## src/rtl/bx_pkg.sv

```systemverilog
package bx_pkg;

    typedef enum logic [2:0] {
        ST_IDLE,
        ST_CONV,
        ST_CAL_COEF,
        ST_CAL_ACC,
        ST_CAL_FIN
    } ctl_state_e;

    localparam logic [1:0] DIG_POS = 2'b01;
    localparam logic [1:0] DIG_NEG = 2'b11;

    // Map a 2-bit stage decision onto a signed value; unused pattern reads as zero.
    function automatic logic [1:0] digit_value(input logic [1:0] raw);
        case (raw)
            DIG_POS: return 2'b01;
            DIG_NEG: return 2'b11;
            default: return 2'b00;
        endcase
    endfunction

endpackage

```

## src/rtl/bx_recip.sv

```systemverilog
// Iterative restoring divider: quot = floor(2^(2*FRAC) / divisor), one bit per cycle.
module bx_recip #(
    parameter int FRAC = 15,
    localparam int BETA_W = FRAC + 2,
    localparam int QUOT_W = FRAC + 1
) (
    input  logic              clk,
    input  logic              rst_n,
    input  logic              start,
    input  logic [BETA_W-1:0] divisor,
    output logic              done,
    output logic [QUOT_W-1:0] quot
);

    localparam int WIDE_W = 2 * FRAC + 2;
    localparam int IDX_W  = $clog2(QUOT_W);

    typedef struct packed {
        logic              busy;
        logic              done;
        logic [IDX_W-1:0]  idx;
        logic [BETA_W-1:0] dvsr;
        logic [WIDE_W-1:0] rem;
        logic [QUOT_W-1:0] quot;
    } div_state_t;

    div_state_t div_d, div_q;
    logic [WIDE_W-1:0] shifted;

    always_comb begin
        div_d      = div_q;
        div_d.done = 1'b0;
        shifted    = WIDE_W'(div_q.dvsr) << div_q.idx;
        if (start) begin
            div_d.busy = 1'b1;
            div_d.dvsr = divisor;
            div_d.rem  = WIDE_W'(1) << (2 * FRAC);
            div_d.quot = '0;
            div_d.idx  = IDX_W'(QUOT_W - 1);
        end else if (div_q.busy) begin
            if (div_q.rem >= shifted) begin
                div_d.rem             = div_q.rem - shifted;
                div_d.quot[div_q.idx] = 1'b1;
            end
            if (div_q.idx == '0) begin
                div_d.busy = 1'b0;
                div_d.done = 1'b1;
            end else begin
                div_d.idx = div_q.idx - IDX_W'(1);
            end
        end
    end

    always_ff @(posedge clk) begin
        if (!rst_n) begin
            div_q <= '0;
        end else begin
            div_q <= div_d;
        end
    end

    assign done = div_q.done;
    assign quot = div_q.quot;

endmodule

```

## src/rtl/bx_coef_gen.sv

```systemverilog
// Builds the negative radix powers: reciprocal first, then one product per cycle.
module bx_coef_gen #(
    parameter int NDIG = 12,
    parameter int FRAC = 15,
    localparam int BETA_W = FRAC + 2,
    localparam int COEF_W = FRAC + 1
) (
    input  logic                         clk,
    input  logic                         rst_n,
    input  logic                         start,
    input  logic [BETA_W-1:0]            beta,
    output logic                         done,
    output logic [NDIG-1:0][COEF_W-1:0]  coef
);

    localparam int N_W  = $clog2(NDIG);
    localparam int PR_W = 2 * COEF_W;

    typedef logic [NDIG-1:0][COEF_W-1:0] coef_arr_t;

    function automatic coef_arr_t binary_coefs();
        coef_arr_t r;
        for (int k = 0; k < NDIG; k++) begin
            r[k] = COEF_W'(1) << (FRAC - 1 - k);
        end
        return r;
    endfunction

    localparam coef_arr_t RST_COEF = binary_coefs();

    typedef struct packed {
        logic           pow_busy;
        logic           done;
        logic [N_W-1:0] n;
        coef_arr_t      coef;
    } gen_state_t;

    gen_state_t gen_d, gen_q;
    logic              rc_done;
    logic [COEF_W-1:0] rc_quot;
    logic [N_W-1:0]    prev_idx;
    logic [PR_W-1:0]   prod;

    bx_recip #(.FRAC(FRAC)) u_recip (
        .clk     (clk),
        .rst_n   (rst_n),
        .start   (start),
        .divisor (beta),
        .done    (rc_done),
        .quot    (rc_quot)
    );

    always_comb begin
        gen_d      = gen_q;
        gen_d.done = 1'b0;
        prev_idx   = gen_q.n - N_W'(1);
        prod       = PR_W'(gen_q.coef[prev_idx]) * PR_W'(gen_q.coef[0]);
        if (rc_done) begin
            gen_d.coef[0]  = rc_quot;
            gen_d.n        = N_W'(1);
            gen_d.pow_busy = 1'b1;
        end else if (gen_q.pow_busy) begin
            gen_d.coef[gen_q.n] = COEF_W'(prod >> FRAC);
            if (gen_q.n == N_W'(NDIG - 1)) begin
                gen_d.pow_busy = 1'b0;
                gen_d.done     = 1'b1;
            end else begin
                gen_d.n = gen_q.n + N_W'(1);
            end
        end
    end

    always_ff @(posedge clk) begin
        if (!rst_n) begin
            gen_q.pow_busy <= 1'b0;
            gen_q.done     <= 1'b0;
            gen_q.n        <= '0;
            gen_q.coef     <= RST_COEF;
        end else begin
            gen_q <= gen_d;
        end
    end

    assign done = gen_q.done;
    assign coef = gen_q.coef;

endmodule

```

## src/rtl/bx_mac.sv

```systemverilog
// Serial multiply-accumulate of signed digits against the coefficient file.
module bx_mac #(
    parameter int NDIG  = 12,
    parameter int FRAC  = 15,
    parameter int ACC_W = 21,
    localparam int COEF_W = FRAC + 1
) (
    input  logic                        clk,
    input  logic                        rst_n,
    input  logic                        start,
    input  logic [NDIG-1:0][2:0]        digits,
    input  logic [NDIG-1:0][COEF_W-1:0] coef,
    output logic                        done,
    output logic signed [ACC_W-1:0]     sum
);

    localparam int N_W = $clog2(NDIG);

    typedef struct packed {
        logic                    busy;
        logic                    done;
        logic [N_W-1:0]          idx;
        logic signed [ACC_W-1:0] acc;
    } mac_state_t;

    mac_state_t mac_d, mac_q;
    logic [2:0]              cur_dig;
    logic signed [ACC_W-1:0] term;

    always_comb begin
        mac_d      = mac_q;
        mac_d.done = 1'b0;
        cur_dig    = digits[mac_q.idx];
        term       = $signed({{(ACC_W - 3){cur_dig[2]}}, cur_dig})
                   * $signed({{(ACC_W - COEF_W){1'b0}}, coef[mac_q.idx]});
        if (start) begin
            mac_d.busy = 1'b1;
            mac_d.idx  = '0;
            mac_d.acc  = '0;
        end else if (mac_q.busy) begin
            mac_d.acc = mac_q.acc + term;
            if (mac_q.idx == N_W'(NDIG - 1)) begin
                mac_d.busy = 1'b0;
                mac_d.done = 1'b1;
            end else begin
                mac_d.idx = mac_q.idx + N_W'(1);
            end
        end
    end

    always_ff @(posedge clk) begin
        if (!rst_n) begin
            mac_q <= '0;
        end else begin
            mac_q <= mac_d;
        end
    end

    assign done = mac_q.done;
    assign sum  = mac_q.acc;

endmodule

```

## src/rtl/bx_radix_decoder.sv

```systemverilog
module bx_radix_decoder
    import bx_pkg::*;
#(
    parameter int NDIG = 12,
    parameter int FRAC = 15,
    localparam int CODE_W = 2 * NDIG,
    localparam int BETA_W = FRAC + 2,
    localparam int ACC_W  = FRAC + $clog2(2 * NDIG) + 1
) (
    input  logic                     clk,
    input  logic                     rst_n,
    input  logic                     in_valid,
    output logic                     in_ready,
    input  logic [CODE_W-1:0]        in_code,
    output logic                     out_valid,
    output logic signed [ACC_W-1:0]  out_result,
    input  logic                     cal_start,
    input  logic [CODE_W-1:0]        cal_code_a,
    input  logic [CODE_W-1:0]        cal_code_b,
    input  logic [BETA_W-1:0]        sweep_lo,
    input  logic [BETA_W-1:0]        sweep_hi,
    input  logic [BETA_W-1:0]        sweep_step,
    output logic                     cal_done,
    output logic [BETA_W-1:0]        beta_o
);

    localparam int COEF_W = FRAC + 1;

    typedef struct packed {
        ctl_state_e              state;
        logic [CODE_W-1:0]       code_a;
        logic [CODE_W-1:0]       code_b;
        logic [BETA_W-1:0]       hi;
        logic [BETA_W-1:0]       step;
        logic [BETA_W-1:0]       cand;
        logic [BETA_W-1:0]       best;
        logic [ACC_W-1:0]        best_mag;
        logic [BETA_W-1:0]       beta;
        logic signed [ACC_W-1:0] res;
        logic                    out_valid;
        logic                    cal_done;
    } ctl_t;

    ctl_t ctl_d, ctl_q;

    logic                        coef_start;
    logic [BETA_W-1:0]           coef_beta;
    logic                        coef_done;
    logic [NDIG-1:0][COEF_W-1:0] coef;
    logic                        mac_start;
    logic [NDIG-1:0][2:0]        mac_digits;
    logic                        mac_done;
    logic signed [ACC_W-1:0]     mac_sum;
    logic [ACC_W-1:0]            mag;
    logic [BETA_W:0]             next_cand;
    logic [BETA_W-1:0]           winner;
    logic                        accept;

    bx_coef_gen #(.NDIG(NDIG), .FRAC(FRAC)) u_coef (
        .clk   (clk),
        .rst_n (rst_n),
        .start (coef_start),
        .beta  (coef_beta),
        .done  (coef_done),
        .coef  (coef)
    );

    bx_mac #(.NDIG(NDIG), .FRAC(FRAC), .ACC_W(ACC_W)) u_mac (
        .clk    (clk),
        .rst_n  (rst_n),
        .start  (mac_start),
        .digits (mac_digits),
        .coef   (coef),
        .done   (mac_done),
        .sum    (mac_sum)
    );

    // Digit differences A - B; conversion clears B so the same path decodes one word.
    always_comb begin
        for (int k = 0; k < NDIG; k++) begin
            logic [1:0] dva;
            logic [1:0] dvb;
            dva           = digit_value(ctl_q.code_a[2*k +: 2]);
            dvb           = digit_value(ctl_q.code_b[2*k +: 2]);
            mac_digits[k] = {dva[1], dva} - {dvb[1], dvb};
        end
    end

    assign in_ready  = (ctl_q.state == ST_IDLE);
    assign accept    = in_valid && in_ready;
    assign mag       = mac_sum[ACC_W-1] ? $unsigned(-mac_sum) : $unsigned(mac_sum);
    assign next_cand = {1'b0, ctl_q.cand} + {1'b0, ctl_q.step};
    assign winner    = (mag < ctl_q.best_mag) ? ctl_q.cand : ctl_q.best;

    always_comb begin
        ctl_d           = ctl_q;
        ctl_d.out_valid = 1'b0;
        ctl_d.cal_done  = 1'b0;
        coef_start      = 1'b0;
        coef_beta       = ctl_q.cand;
        mac_start       = 1'b0;
        case (ctl_q.state)
            ST_IDLE: begin
                if (accept) begin
                    ctl_d.code_a = in_code;
                    ctl_d.code_b = '0;
                    mac_start    = 1'b1;
                    ctl_d.state  = ST_CONV;
                end else if (cal_start) begin
                    ctl_d.code_a   = cal_code_a;
                    ctl_d.code_b   = cal_code_b;
                    ctl_d.hi       = sweep_hi;
                    ctl_d.step     = sweep_step;
                    ctl_d.cand     = sweep_lo;
                    ctl_d.best     = sweep_lo;
                    ctl_d.best_mag = '1;
                    coef_start     = 1'b1;
                    coef_beta      = sweep_lo;
                    ctl_d.state    = ST_CAL_COEF;
                end
            end
            ST_CONV: begin
                if (mac_done) begin
                    ctl_d.res       = mac_sum;
                    ctl_d.out_valid = 1'b1;
                    ctl_d.state     = ST_IDLE;
                end
            end
            ST_CAL_COEF: begin
                if (coef_done) begin
                    mac_start   = 1'b1;
                    ctl_d.state = ST_CAL_ACC;
                end
            end
            ST_CAL_ACC: begin
                if (mac_done) begin
                    if (mag < ctl_q.best_mag) begin
                        ctl_d.best_mag = mag;
                        ctl_d.best     = ctl_q.cand;
                    end
                    coef_start = 1'b1;
                    if ((ctl_q.step == '0) || (next_cand > {1'b0, ctl_q.hi})) begin
                        coef_beta   = winner;
                        ctl_d.state = ST_CAL_FIN;
                    end else begin
                        ctl_d.cand  = next_cand[BETA_W-1:0];
                        coef_beta   = next_cand[BETA_W-1:0];
                        ctl_d.state = ST_CAL_COEF;
                    end
                end
            end
            ST_CAL_FIN: begin
                if (coef_done) begin
                    ctl_d.beta     = ctl_q.best;
                    ctl_d.cal_done = 1'b1;
                    ctl_d.state    = ST_IDLE;
                end
            end
            default: ctl_d.state = ST_IDLE;
        endcase
    end

    always_ff @(posedge clk) begin
        if (!rst_n) begin
            ctl_q          <= '0;
            ctl_q.state    <= ST_IDLE;
            ctl_q.best_mag <= '1;
            ctl_q.beta     <= BETA_W'(1) << (FRAC + 1);
        end else begin
            ctl_q <= ctl_d;
        end
    end

    assign out_valid  = ctl_q.out_valid;
    assign out_result = ctl_q.res;
    assign cal_done   = ctl_q.cal_done;
    assign beta_o     = ctl_q.beta;

endmodule

```

## config.mk

```make
export PLATFORM = sky130hd
export DESIGN_NAME = bx_radix_decoder
export DESIGN_NICKNAME = d
export VERILOG_FILES = /design/src/rtl/bx_pkg.sv /design/src/rtl/bx_recip.sv /design/src/rtl/bx_coef_gen.sv /design/src/rtl/bx_mac.sv /design/src/rtl/bx_radix_decoder.sv
export SDC_FILE = /design/constraint.sdc
export NUM_CORES = 2
export LEC_CHECK = 0
export BUFFER_PORTS_ARGS = -buffer_cell sky130_fd_sc_hd__buf_2
export CORE_AREA = 2 2 284 286
export DETAILED_ROUTE_END_ITERATION = 8
export DIE_AREA = 0 0 286 288
export MAX_ROUTING_LAYER = met4
export PLACE_DENSITY_LB_ADDON = 0.2
export SYNTH_ARGS = -nofsm -noshare
export SYNTH_HDL_FRONTEND = slang
export SYNTH_HIERARCHICAL = 1
export SYNTH_SLANG_ARGS = --single-unit
```

## constraint.sdc

```tcl
create_clock -name clk -period 13.3 [get_ports clk]
set_input_delay 1.33 -clock clk [delete_from_list [all_inputs] [get_ports clk]]
set_output_delay 1.33 -clock clk [all_outputs]
set_load 0.05 [all_outputs]
```

==> impl_metrics.yaml <==
logic_synthesis:
  async_flop_share: 0
  synthFlopType: "dfxtp_1"
  netlist_area_sq_um: 39300
  avgSynthCellArea_sq_um: 8.56
  synth_edf_count: 0
  ys_ff_latch: 476
  yosysWarnings: 6
  synth_nets: 5207
  ys_seq_area_frac: 0.242
  synth.distinct_cells: 94
  syn_inst: 4594
placed_design:
  io_buffers: 167
  gp_congestion: 0.941
  dpl.hpwl_mm: 79.5
cts:
  clk_latency_ns: 0.64
  cts_made_buffers: 54
  ctsHtreeMaxLevel: 2
  postCtsHoldBufs: 0
  cts_sinks: 476
  cts_tree: "built"
  cts.clk_slew.worst_paths_ns: 0.06
  cts_max_path_buffers: 3
  post-cts-setup-buffers: 0
  ctsResizeCount: 0
  root_buffer: "clkbuf_16"
sta:
  finalSetupViolCount: 0
  hold_violations: 0
  rsz0062_at_grt: "no"
  max_slew_margin: 0.146
  fmax_mhz: 102
  setup_tns_ns: 0
  drv_slew: 0
  finalCritPeriodShare: 0.740
  tightestPinTransition_ns: 1.28
  period_needed_ns: 9.84
  fin_skew_ns: 0.0318
detailed_routing:
  drt_iter0_markers: 2851
  route.detailed.drc: 0
  viasPerCell: 5.91
  vias: 32000
  firstDrtPassIters: 5
  wl_per_cell_microns: 20.7
  totalWireLength_mm: 112
  ant_nets: 0
grt:
  grt_pass1_vias: 30500
  antenna_found_initial: 1
  grt_util_all_layers: 0.278
  grt_max_degree: 88
  grt_pass1_wl_mm: 177
  grt-ovfl-total: 0
worst_setup_path:
  start_kind: "flop"
  end_kind: "flop"
  crit_type: "flop to flop"
  cp-endpoint: "u_coef/coef[7]$_SDFFE_PN0P_"
  required_ns: 13.76
  timing.rr.end: "u_coef/coef[7]$_SDFFE_PN0P_"
  startpoint: "u_coef/gen_q[192]$_SDFFE_PN0P_"
  cp.arrival_ns: 10.30
  r2r-start: "u_coef/gen_q[192]$_SDFFE_PN0P_"
  reg2reg_slack_ns: 3.46
  crit_path_max_fanout: 28
  rr_worst_depth: 25
floorplan:
  core-area_sq_um: 79600
  ios: 168
  die_h_microns: 288
  std_cell_rows: 104
  start_util: 0.494
  die_area_sq_um: 82400
  die_w_microns: 286
layout:
  area_growth_pct: 3.20
  nets: 4924
  fillerInstances: 7638
  utilization: 0.510
  drive_gt1_frac: 0.117
run_status:
  outcome: "finished clean"
run:
  drv_cap: 0
power_and_ir_drop:
  p_leak_uw: 0.0169
  ir_worst_vdd_uv: 97.2
  power.density_nw_per_um2: 102
hold_path:
  holdCritPathClass: "flop to flop"
  hp-start: "out_result[15]$_SDFFE_PN0P_"
metrics by stage:
| stage | cell area (sq um) | total power, uW | hold WS, ns | setup WS, ns | instances |
|---|---|---|---|---|---|
| floorplan | 39300 | 2450 | 0.436 | 4.20 | 4594 |
| global placement | 38800 | 2680 | 0.441 | 3.64 | 5315 |
| detailed placement | 38800 | 2680 | 0.445 | 3.50 | 5315 |
| CTS | 40600 | 4170 | 0.453 | 3.49 | 5412 |
| global route | 40600 | 4370 | 0.476 | 2.89 | 5413 |
| finish | 40600 | 4150 | 0.450 | 3.46 | 5413 |
routing by layer:
metal	track usage	up-vias	part of all wire
li1	-	15000	-
met1	0.382	15600	0.44
met2	0.433	1188	0.46
met3	0.0334	196	0.074
met4	0.0780	0	0.028
met5	-	-	0
cell usage in the layout, fill, tap and decap left out, types with 66 or more instances in the layout:
cell type and instances:
a211oi_1 72, a21oi_1 288, a22oi_1 66, and2_1 155
buf_2 166, buf_4 75, dfxtp_1 473, fa_1 238
ha_1 247, inv_1 367, mux2i_1 100, mux4_2 108
nand2_1 558, nand3_1 154, nor2_1 274, o21ai_0 173
layout make-up:
cell class,instances,area [sq um],area share
multi-input combinational,3166,25200,0.620
clock buffer,78,1550,0.0383
inverter,371,1400,0.0344
clock inverter,19,198,0.00487
antenna,1,2.50,0.0000616
sequential,476,9540,0.235
tap,1060,1330,0.0327
timing repair buffer,242,1410,0.0346
sequential cells by signal, summed over array words and instances, names as in the netlist:
name	count
u_coef/u_recip/done	1
u_mac/sum	21
u_mac/mac_q	5
out_result	21
u_mac/done	1
cal_done	1
out_valid	1
beta_o	17
u_coef/u_recip/quot	16
u_coef/gen_q	5
ctl_q	140
u_coef/u_recip/div_q	54
u_coef/done	1
u_coef/coef	192
worst max-delay path, stage by stage, from the launching register on:
cell	delay (ns)
dfxtp_4	0.67
inv_1	0.20
ha_2	0.77
buf_4	0.54
mux4_2	0.29
mux2i_1	0.08
o21ai_2	0.83
nand2_1	0.19
fa_1	0.57
inv_1	0.05
fa_1	0.46
ha_1	0.34
fa_1	0.52
fa_1	0.54
inv_1	0.05
fa_1	0.53
inv_1	0.04
ha_1	0.32
a21oi_1	0.14
o21ai_0	0.13
o221a_2	0.29
o31ai_2	0.46
nand3_1	0.37
a21oi_1	0.27
xor2_1	0.78
o22ai_1	0.21
cells by family after synthesis:
group / synth area share
compound gates: 0.161
xor+xnor: 0.0213
fa+ha+maj: 0.200
buf+inv: 0.119
flops: 0.242
mux: 0.0954
simple gates: 0.161
power breakdown:
group          internal (uW)  switching, uW
Combinational            458            664
Sequential              1480           57.3
Clock                    836            656
Total                   2780           1380
cell usage after synthesis, drive strengths merged (25+ instances only):
cell | number | share of area
inv | 369 | 0.035
nor2 | 279 | 0.027
nor2b | 42 | 0.0067
o211ai | 66 | 0.013
and2 | 155 | 0.025
o21ai | 201 | 0.026
nand2b | 25 | 0.0040
a21oi | 291 | 0.037
xnor2 | 65 | 0.015
nand3 | 156 | 0.020
nand4 | 42 | 0.0074
buf | 330 | 0.060
mux2 | 26 | 0.0074
ha | 248 | 0.079
mux4 | 109 | 0.063
o22ai | 36 | 0.0057
nor3 | 35 | 0.0045
nand2 | 559 | 0.053
a221oi | 29 | 0.0066
a211oi | 73 | 0.014
xor2 | 30 | 0.0067
mux2i | 100 | 0.025
fa | 238 | 0.12
a21o | 45 | 0.0086
dfxtp | 476 | 0.24
a22oi | 67 | 0.013
clkbuf | 251 | 0.024
worst min path at each step:
stage | depth (start not counted) | to | slack, ns
floorplan | 2 | ctl_q[113]$_SDFFE_PN0P_ | 0.44
global placement | 2 | out_result[15]$_SDFFE_PN0P_ | 0.44
detailed placement | 2 | beta_o[7]$_SDFFE_PN0P_ | 0.44
CTS | 2 | beta_o[7]$_SDFFE_PN0P_ | 0.45
global route | 2 | out_result[14]$_SDFFE_PN0P_ | 0.48
finish | 2 | out_result[15]$_SDFFE_PN0P_ | 0.45
Note: power is estimated with default switching activity, not from simulation.
